===== config.mk =====
export PLATFORM = sky130hd
export DESIGN_NAME = pm_wake_ctrl
export DESIGN_NICKNAME = d
export VERILOG_FILES = /design/src/rtl/pm_wake_pkg.sv /design/src/rtl/pm_wake_ctrl_control.sv /design/src/rtl/pm_wake_ctrl_datapath.sv /design/src/rtl/pm_wake_ctrl.sv
export SDC_FILE = /design/constraint.sdc
export NUM_CORES = 1
export LEC_CHECK = 0
export CAP_MARGIN = 10
export CORE_AREA = 4 4 41 43
export CTS_BUF_LIST = sky130_fd_sc_hd__clkbuf_16
export CTS_CLUSTER_DIAMETER = 50
export DETAILED_ROUTE_END_ITERATION = 6
export DIE_AREA = 0 0 45 47
export GPL_TIMING_DRIVEN = 0
export PLACE_DENSITY = 0.73
export SKIP_LAST_GASP = 1
export SYNTH_ARGS = -nofsm -noshare
export SYNTH_HDL_FRONTEND = slang
export SYNTH_SLANG_ARGS = --single-unit

===== constraint.sdc =====
create_clock -name clk -period 1.2 [get_ports clk]
set_input_delay 0.36 -clock clk [delete_from_list [all_inputs] [get_ports clk]]
set_output_delay 0.36 -clock clk [all_outputs]
set_load 0.03 [all_outputs]

===== src/rtl/pm_wake_pkg.sv =====
package pm_wake_pkg;
  localparam int unsigned CSR_W    = 16;
  localparam int unsigned STATE_W  = 2;
  localparam int unsigned EN_BIT   = 8;
  localparam int unsigned STS_BIT  = 15;
  localparam int unsigned NUM_WAKE = 3;

  typedef enum logic [STATE_W-1:0] {
    PS_ON    = 2'b00,
    PS_LITE1 = 2'b01,
    PS_LITE2 = 2'b10,
    PS_DEEP  = 2'b11
  } pwrState_t;

  // strobes from control to datapath
  typedef struct packed {
    logic      setSts;
    logic      clrSts;
    logic      loadEn;
    logic      enVal;
    logic      loadState;
    pwrState_t stateVal;
  } pmStrobe_t;
endpackage


===== src/rtl/pm_wake_ctrl_control.sv =====
module pm_wake_ctrl_control
  import pm_wake_pkg::*;
#(
  parameter bit ALLOW_LITE1 = 1'b0,
  parameter bit ALLOW_LITE2 = 1'b0
) (
  input  logic                wrEn,
  input  logic                wrSts,
  input  logic                wrEnBit,
  input  logic [STATE_W-1:0]  wrState,
  input  logic [NUM_WAKE-1:0] wakeVec,
  output pmStrobe_t           strobe
);
  logic wakeAny;
  logic stateOk;
  logic [3:0] allowMask;

  // allowMask[i] is 1 when state code i may be written
  genvar gi;
  generate
    for (gi = 0; gi < 4; gi++) begin : g_allow
      if (gi == 1) begin : g_l1
        assign allowMask[gi] = ALLOW_LITE1;
      end else if (gi == 2) begin : g_l2
        assign allowMask[gi] = ALLOW_LITE2;
      end else begin : g_fixed
        assign allowMask[gi] = 1'b1;
      end
    end
  endgenerate

  assign wakeAny = |wakeVec;
  assign stateOk = allowMask[wrState];

  always_comb begin
    strobe           = '0;
    strobe.setSts    = wakeAny;
    // a new wake event overrides a clearing write
    strobe.clrSts    = wrEn & wrSts & ~wakeAny;
    strobe.loadEn    = wrEn;
    strobe.enVal     = wrEnBit;
    strobe.loadState = wrEn & stateOk;
    strobe.stateVal  = pwrState_t'(wrState);
  end
endmodule


===== src/rtl/pm_wake_ctrl_datapath.sv =====
module pm_wake_ctrl_datapath
  import pm_wake_pkg::*;
(
  input  logic               clk,
  input  logic               rst_n,
  input  pmStrobe_t          strobe,
  output logic [CSR_W-1:0]   rdWord,
  output pwrState_t          stateQ,
  output logic               wakeOut_n
);
  logic stsQ;
  logic enQ;

  always_ff @(posedge clk or negedge rst_n) begin
    if (!rst_n) begin
      stsQ   <= 1'b0;
      enQ    <= 1'b0;
      stateQ <= PS_ON;
    end else begin
      if (strobe.setSts)      stsQ <= 1'b1;
      else if (strobe.clrSts) stsQ <= 1'b0;
      if (strobe.loadEn)      enQ <= strobe.enVal;
      if (strobe.loadState)   stateQ <= strobe.stateVal;
    end
  end

  always_comb begin
    rdWord                = '0;
    rdWord[STS_BIT]       = stsQ;
    rdWord[EN_BIT]        = enQ;
    rdWord[STATE_W-1:0]   = stateQ;
  end

  assign wakeOut_n = ~(enQ & stsQ);
endmodule


===== src/rtl/pm_wake_ctrl.sv =====
module pm_wake_ctrl
  import pm_wake_pkg::*;
#(
  parameter bit ALLOW_LITE1 = 1'b0,
  parameter bit ALLOW_LITE2 = 1'b0
) (
  input  logic                clk,
  input  logic                rst_n,
  input  logic                regWrEn,
  input  logic [CSR_W-1:0]    regWrData,
  output logic [CSR_W-1:0]    regRdData,
  input  logic                wakeMagic,
  input  logic                wakeLink,
  input  logic                wakePattern,
  output logic [STATE_W-1:0]  powerState,
  output logic                pmeWake_n
);
  pmStrobe_t strobe;
  pwrState_t stateQ;
  logic      unusedWrBits;

  assign unusedWrBits = ^{regWrData[14:9], regWrData[7:2]};

  pm_wake_ctrl_control #(
    .ALLOW_LITE1(ALLOW_LITE1),
    .ALLOW_LITE2(ALLOW_LITE2)
  ) u_ctrl (
    .wrEn    (regWrEn),
    .wrSts   (regWrData[STS_BIT]),
    .wrEnBit (regWrData[EN_BIT]),
    .wrState (regWrData[STATE_W-1:0]),
    .wakeVec ({wakePattern, wakeLink, wakeMagic}),
    .strobe  (strobe)
  );

  pm_wake_ctrl_datapath u_dp (
    .clk       (clk),
    .rst_n     (rst_n),
    .strobe    (strobe),
    .rdWord    (regRdData),
    .stateQ    (stateQ),
    .wakeOut_n (pmeWake_n)
  );

  assign powerState = stateQ;
endmodule


==> parameters.txt, run 1 <==
Parameter                              Value

Floorplan
  Initial Util    22.60%
  Core Rows    13
  Area of the core    0.001301 sq mm
  # IOs    41
  Die Y    47 microns
  Die span in x    45 microns
  Die Footprint    0.002115 sq mm

Timing
  Max Fclk    811.8 MHz
  Number of max-slew violations in the final report    0
  Largest clock skew in the final design    0 ns
  Hold Slack    0.3395 ns
  Min Clock Period, post-route    1.232 ns
  Total Neg Setup Slack    -0.09034 ns
  Final hold violation count    0
  Final setup margin    -0.03188 ns
  Setup Viol. Count Final    4
  Unrepaired setup endpoints after global routing    yes
  Final Cycle Share    102.7%

Logic synthesis
  Total number of yosys warnings    0
  Main flop type after synthesis    dfrtp_1
  FFs w/ async S/R, synth    100.0%
  Post-synthesis register bit count    4
  Fraction of the yosys area taken by sequential cells    34.04%
  Synth unique cells    10
  Synth area leader    buf_4
  Mean Syn Cell Area    8.910 sq um
  Top cell type's share of synthesized area    40.85%
  Commonest cells in the netlist    buf_4 (16), dfrtp_1 (4), inv_1 (3)
  Combined area of all synthesized cells    294.0 sq um
  Most frequent cell after synthesis    buf_4
  Leading cell types by total area after synthesis    buf_4 (41%), dfrtp_1 (34%), o22ai_1 (4.3%), a2111o_1 (3.8%), inv_1 (3.8%)
  Number of instances in the synthesized netlist    33
  Number of enable flip-flop cells after synthesis    0

Drt
  Drt pass-1 iters    2
  Remaining antenna violation count    0
  DRC errors left    0
  DR iter-0 viols    1
  Wirelength per Cell    8.577 microns
  Via count    267
  Vias per std cell    3.423
  Drt total wl    669 microns

Worst setup path
  Slowest cell on the critical path    dfrtp_1
  Worst Path Required    0.84 ns
  Register-to-register setup slack    0.32 ns
  CP max FO    4
  Number of cells traversed by the worst register-to-register path    1
  CP cell instances    buf_6 > buf_6
  Crit. End Element    primary output
  Worst reg2reg endpoint    u_dp.stsQ
  Startpoint-to-endpoint class of the critical path    flip-flop to primary output
  Max stage delay on crit path    0.40 ns
  Critical Path Start Type    flip-flop
  Cell occurring most often along the worst timing path    buf_6
  Data arrival time of the critical path    0.87 ns
  Startpoint of the worst setup timing path    u_dp.stateQ[0]
  Reg2reg start    u_dp.stsQ

Finish
  P&R area growth vs syn    103.8%
  Final cell area excluding filler cells    599.3 sq um
  Antenna diode instance count    0
  Post-Route Utilization    46.06%
  Combined area of the multi-input logic cells    103.9 sq um
  Share of final-layout standard cells stronger than drive strength 1    42.86%
  Final Net Count    87
  Register area    100.1 sq um
  Fill cell instance count of the final layout    136

CTS
  Buffer type at the clock tree root    clkbuf_16
  Number of buffers on the longest clock path    2
  Post-CTS setup-driven buffer insertion count    0
  CTS Sinks    4
  H-tree depth    1
  Total of hold buffers inserted after clock tree synthesis    0
  CTS Buf Count    3
  Clock transition at the registers of the reported paths    0.03 ns
  TritonCTS clock tree    yes
  Clock Latency Late Sink    0.22 ns

Job
  Max-cap violations    0

Placement
  Placement Setup Slack    -0.3233 ns
  IO buf count    16
  Routability Congestion    0.6464
  Cell area after placement    514.2 sq um

Global route
  Antenna violations before repair    0
  Number of global-route vias before repair    241
  Pin count of the biggest net entering global routing    6
  Global-route wire length before repair    986 microns
  Global router's overall resource usage    7.132%
  Remaining global-route overflow    0

Power and ir drop
  Total power divided by cell area    1534 mW/mm^2
  Static leakage    0.3194 nW
  IR Drop Worst-Case VDD    0.0005541 V

Status
  Run status    complete, but fails checks
  Violated checks    negative setup slack

Worst hold path
  Class of the tightest hold or removal check    input port to async pin
## registers in the layout, indices dropped and copies added (netlist names)
register     flops
u_dp.enQ         1
u_dp.stsQ        1
u_dp.stateQ      2
## critical path, delay by kind of cell (launching register included)
| kind | cells | cell delay (ns) |
|---|---|---|
| buf+inv | 2 | 0.25 |
| flops | 1 | 0.40 |
## routing by layer
metal	global-route usage (%)	wire, microns
met2	10.17	296
met3	6.130	126
met1	6.651	226
met4	5.263	19
met5	0	0
## layout by cell type (no fill, tap or decap)
master / n
nor2b_1: 1
dfrtp_1: 4
o22ai_1: 2
a21oi_1: 2
clkdlybuf4s50_1: 8
buf_4: 12
nand2_1: 2
conb_1: 12
buf_6: 9
clkbuf_16: 3
inv_1: 3
a2111o_1: 1
mux2_2: 1
dlygate4sd2_1: 1
buf_2: 2
## what timing repair did
item,in CTS,in global routing
hold endpoints to repair,0,0
gates resized for setup,45,6
endpoints found under the setup margin,8,6
## worst max-delay path by stage
stage	slack [ns]	depth (start not counted)	end
floorplan	0.10	1	regRdData[0]
global placement	-0.32	3	u_dp.stsQ
detailed placement	-0.32	3	u_dp.stsQ
CTS	-0.07	2	regRdData[1]
global route	-0.06	2	regRdData[0]
finish	-0.03	2	regRdData[0]
## cell type report
| type | instances | share of cell area [%] |
|---|---|---|
| Sequential cell | 4 | 16.70 |
| Multi-Input combinational cell | 21 | 17.33 |
| Buffer | 16 | 22.55 |
| Tap cell | 15 | 3.132 |
| Timing Repair Buffer | 16 | 25.89 |
| Inverter | 3 | 1.879 |
| Clock buffer | 3 | 12.53 |
## metrics by stage
| step | cells | total power, mW |
|---|---|---|
| final | 78 | 0.9196 |
| after global routing | 78 | 0.9634 |
| after CTS | 78 | 0.9136 |
| after detailed placement | 75 | 0.4048 |
| after global placement | 75 | 0.4030 |
| after floorplan | 44 | 0.3216 |
## logic make-up after synthesis
group / synth area share (%)
buf+inv: 44.68
compound gates: 11.49
flops: 34.04
simple gates: 4.683
mux: 3.830
other cells: 1.275
## report_power, final
group          internal [mW]  switching (mW)  leakage, nW  total, mW
clock network          0.425          0.0833       0.0370      0.508
registers              0.148          0.0119       0.0415      0.160
logic                  0.117           0.135        0.241      0.252
total                  0.689           0.230        0.319      0.920
Power figures use the tool's default switching activity.
==> run 2, diff against run 1 <==
--- a/config.mk
+++ b/config.mk
@@ -12,7 +12,7 @@
 export DETAILED_ROUTE_END_ITERATION = 6
 export DIE_AREA = 0 0 45 47
 export GPL_TIMING_DRIVEN = 0
-export PLACE_DENSITY = 0.73
+export PLACE_DENSITY = 0.75
 export SKIP_LAST_GASP = 1
 export SYNTH_ARGS = -nofsm -noshare
 export SYNTH_HDL_FRONTEND = slang
==> run 2 against run 1 <==
Net effect:
- the flow still finishes with violations (negative setup slack)
- largest power group unchanged
- global-route usage increased by 2.0 points
- clock skew unchanged
- critical endpoint unchanged
- sequential power about the same
==> parameters.txt, run 2 (synthesis gave the netlist of run 1 again) <==
Parameter                              Value

Status
  Run status    complete, but fails checks
  Violated checks    negative setup slack

Floorplan
  Die Y    47 microns
  Die Footprint    0.002115 sq mm
  # IOs    41
  Die span in x    45 microns
  Area of the core    0.001301 sq mm
  Initial Util    22.60%
  Core Rows    13

Worst setup path
  CP max FO    4
  Slowest cell on the critical path    dfrtp_1
  Max stage delay on crit path    0.41 ns
  Worst Path Required    0.84 ns
  Startpoint of the worst setup timing path    u_dp.stateQ[0]
  Crit. End Element    primary output
  Data arrival time of the critical path    0.89 ns
  Reg2reg start    u_dp.stsQ
  Startpoint-to-endpoint class of the critical path    flip-flop to primary output
  Cell occurring most often along the worst timing path    buf_6
  CP cell instances    buf_6 > buf_6
  Critical Path Start Type    flip-flop

Power and ir drop
  Net switching share of the total power    26.12%
  Static leakage    0.3235 nW
  Total power divided by cell area    1541 mW/mm^2
  Reported net switching power    244.3 uW
  Part of the power in combinational logic    27.3%
  IR Drop Worst-Case VDD    0.0005031 V
  Cell-internal power    691.1 uW
  Final Total Pwr    935.4 uW
  Register share of total power    17.2%
  Part of the power in the clock network    55.4%

Global route
  Global router's overall resource usage    9.120%
  Number of global-route vias before repair    318
  Remaining global-route overflow    0
  Global-route wire length before repair    1276 microns
  Pin count of the biggest net entering global routing    6
  Antenna violations before repair    0

CTS
  Clock Latency Late Sink    0.22 ns
  CTS Sinks    4
  TritonCTS clock tree    yes
  Buffer type at the clock tree root    clkbuf_16
  CTS Buf Count    3
  Clock transition at the registers of the reported paths    0.03 ns
  H-tree depth    1
  Total of hold buffers inserted after clock tree synthesis    0
  Number of buffers on the longest clock path    2

Drt
  Drt total wl    796 microns
  Vias per std cell    3.595
  Remaining antenna violation count    0
  DR iter-0 viols    0
  Via count    284
  Drt pass-1 iters    1
  DRC errors left    0
  Wirelength per Cell    10.08 microns

Timing
  Final Cycle Share    104.2%
  Largest clock skew in the final design    0 ns
  Setup Viol. Count Final    6
  Final hold violation count    0
  Unrepaired setup endpoints after global routing    yes
  Final setup margin    -0.05000 ns
  Total Neg Setup Slack    -0.1444 ns
  Max Fclk    800.0 MHz
  Number of max-slew violations in the final report    0
  Min Clock Period, post-route    1.250 ns

Finish
  Antenna diode instance count    0
  Register containing the most flip-flops in the final layout    u_dp.stateQ
  Largest registers    u_dp.stateQ x2, u_dp.enQ x1, u_dp.stsQ x1
  Commonest non-fill, non-tap cell in the layout    buf_4
  Max FFs per register    2
  P&R area growth vs syn    106.4%
  Share of final-layout standard cells stronger than drive strength 1    43.75%
  Commonest non-fill, non-tap cells in the layout    buf_4 (13), conb_1 (12), buf_6 (9)
  Final Net Count    88

Placement
  Post-DP HPWL    587.9 microns
  Placement Setup Slack    -0.3245 ns
  Routability Congestion    0.6280
  IO buf count    16

Job
  Max-cap violations    0

Worst hold path
  Class of the tightest hold or removal check    input port to async pin
-- run 2: cell types whose count changed in the layout (fill, tap and decap cells not counted), sizes merged --
cell | previous run | this run
buf | 23 | 24
-- run 2: critical path: cells and delay by family (launching register included) --
family	cells	cell delay [ns]
flops	1	0.41
buf+inv	2	0.25
-- run 2: final timing paths --
| path | to | slack (ns) | cells past startpoint |
|---|---|---|---|
| setup / recovery | regRdData[0] | -0.05 | 2 |
| hold / removal | u_dp.enQ | 0.34 | 1 |
| setup reg to reg | u_dp.stsQ | 0.20 | 2 |
| hold reg to reg | u_dp.enQ | 0.59 | 1 |
| max in group asynchronous | u_dp.stateQ[0] | 0.70 | 1 |
| min in group clk | u_dp.enQ | 0.59 | 1 |
-- run 2: what timing repair did --
| action | CTS | global route |
|---|---|---|
| endpoints found under the setup margin | 8 | 6 |
| setup buffers | 1 | 0 |
| hold endpoints to repair | 0 | 0 |
| resized for setup | 46 | 5 |
| pin swaps | 1 | 1 |
-- run 2: metrics by stage --
| stage | hold WS (ns) | utilization [%] | cell area, sq um | cells |
|---|---|---|---|---|
| global route | 0.3506 | 46.63 | 606.8 | 79 |
| detailed placement | 0.5231 | 39.52 | 514.2 | 75 |
| global placement | 0.5239 | 39.52 | 514.2 | 75 |
| floorplan | 0.06441 | - | 335.3 | 44 |
| CTS | 0.3391 | 45.58 | 593.1 | 79 |
| finish | 0.3375 | 46.63 | 606.8 | 79 |
-- run 2: cell type report --
cell class / count / area, sq um
Buffer: 16 / 135.1
Inverter: 3 / 11.26
Timing Repair Buffer: 17 / 162.7
Multi-Input combinational cell: 21 / 103.9
Clock buffer: 3 / 75.07
Tap cell: 15 / 18.77
Sequential cell: 4 / 100.1
Fill cell: 135 / 694.4
-- run 2: power by group through the flow --
stage	logic (mW)	clock network (mW)	registers, mW
after floorplan	0.148	0	0.174
after global placement	0.243	0	0.159
after detailed placement	0.247	0	0.160
after CTS	0.245	0.524	0.159
after global routing	0.271	0.543	0.163
final	0.256	0.518	0.161
-- run 2: layer usage --
layer | vias up | part of all wire, % | track usage (%)
li1 | 139 | - | -
met1 | 119 | 31 | 7.586
met2 | 24 | 50 | 14.97
met3 | 2 | 18 | 6.513
met4 | 0 | 1.0 | 7.018
met5 | - | 0 | 0
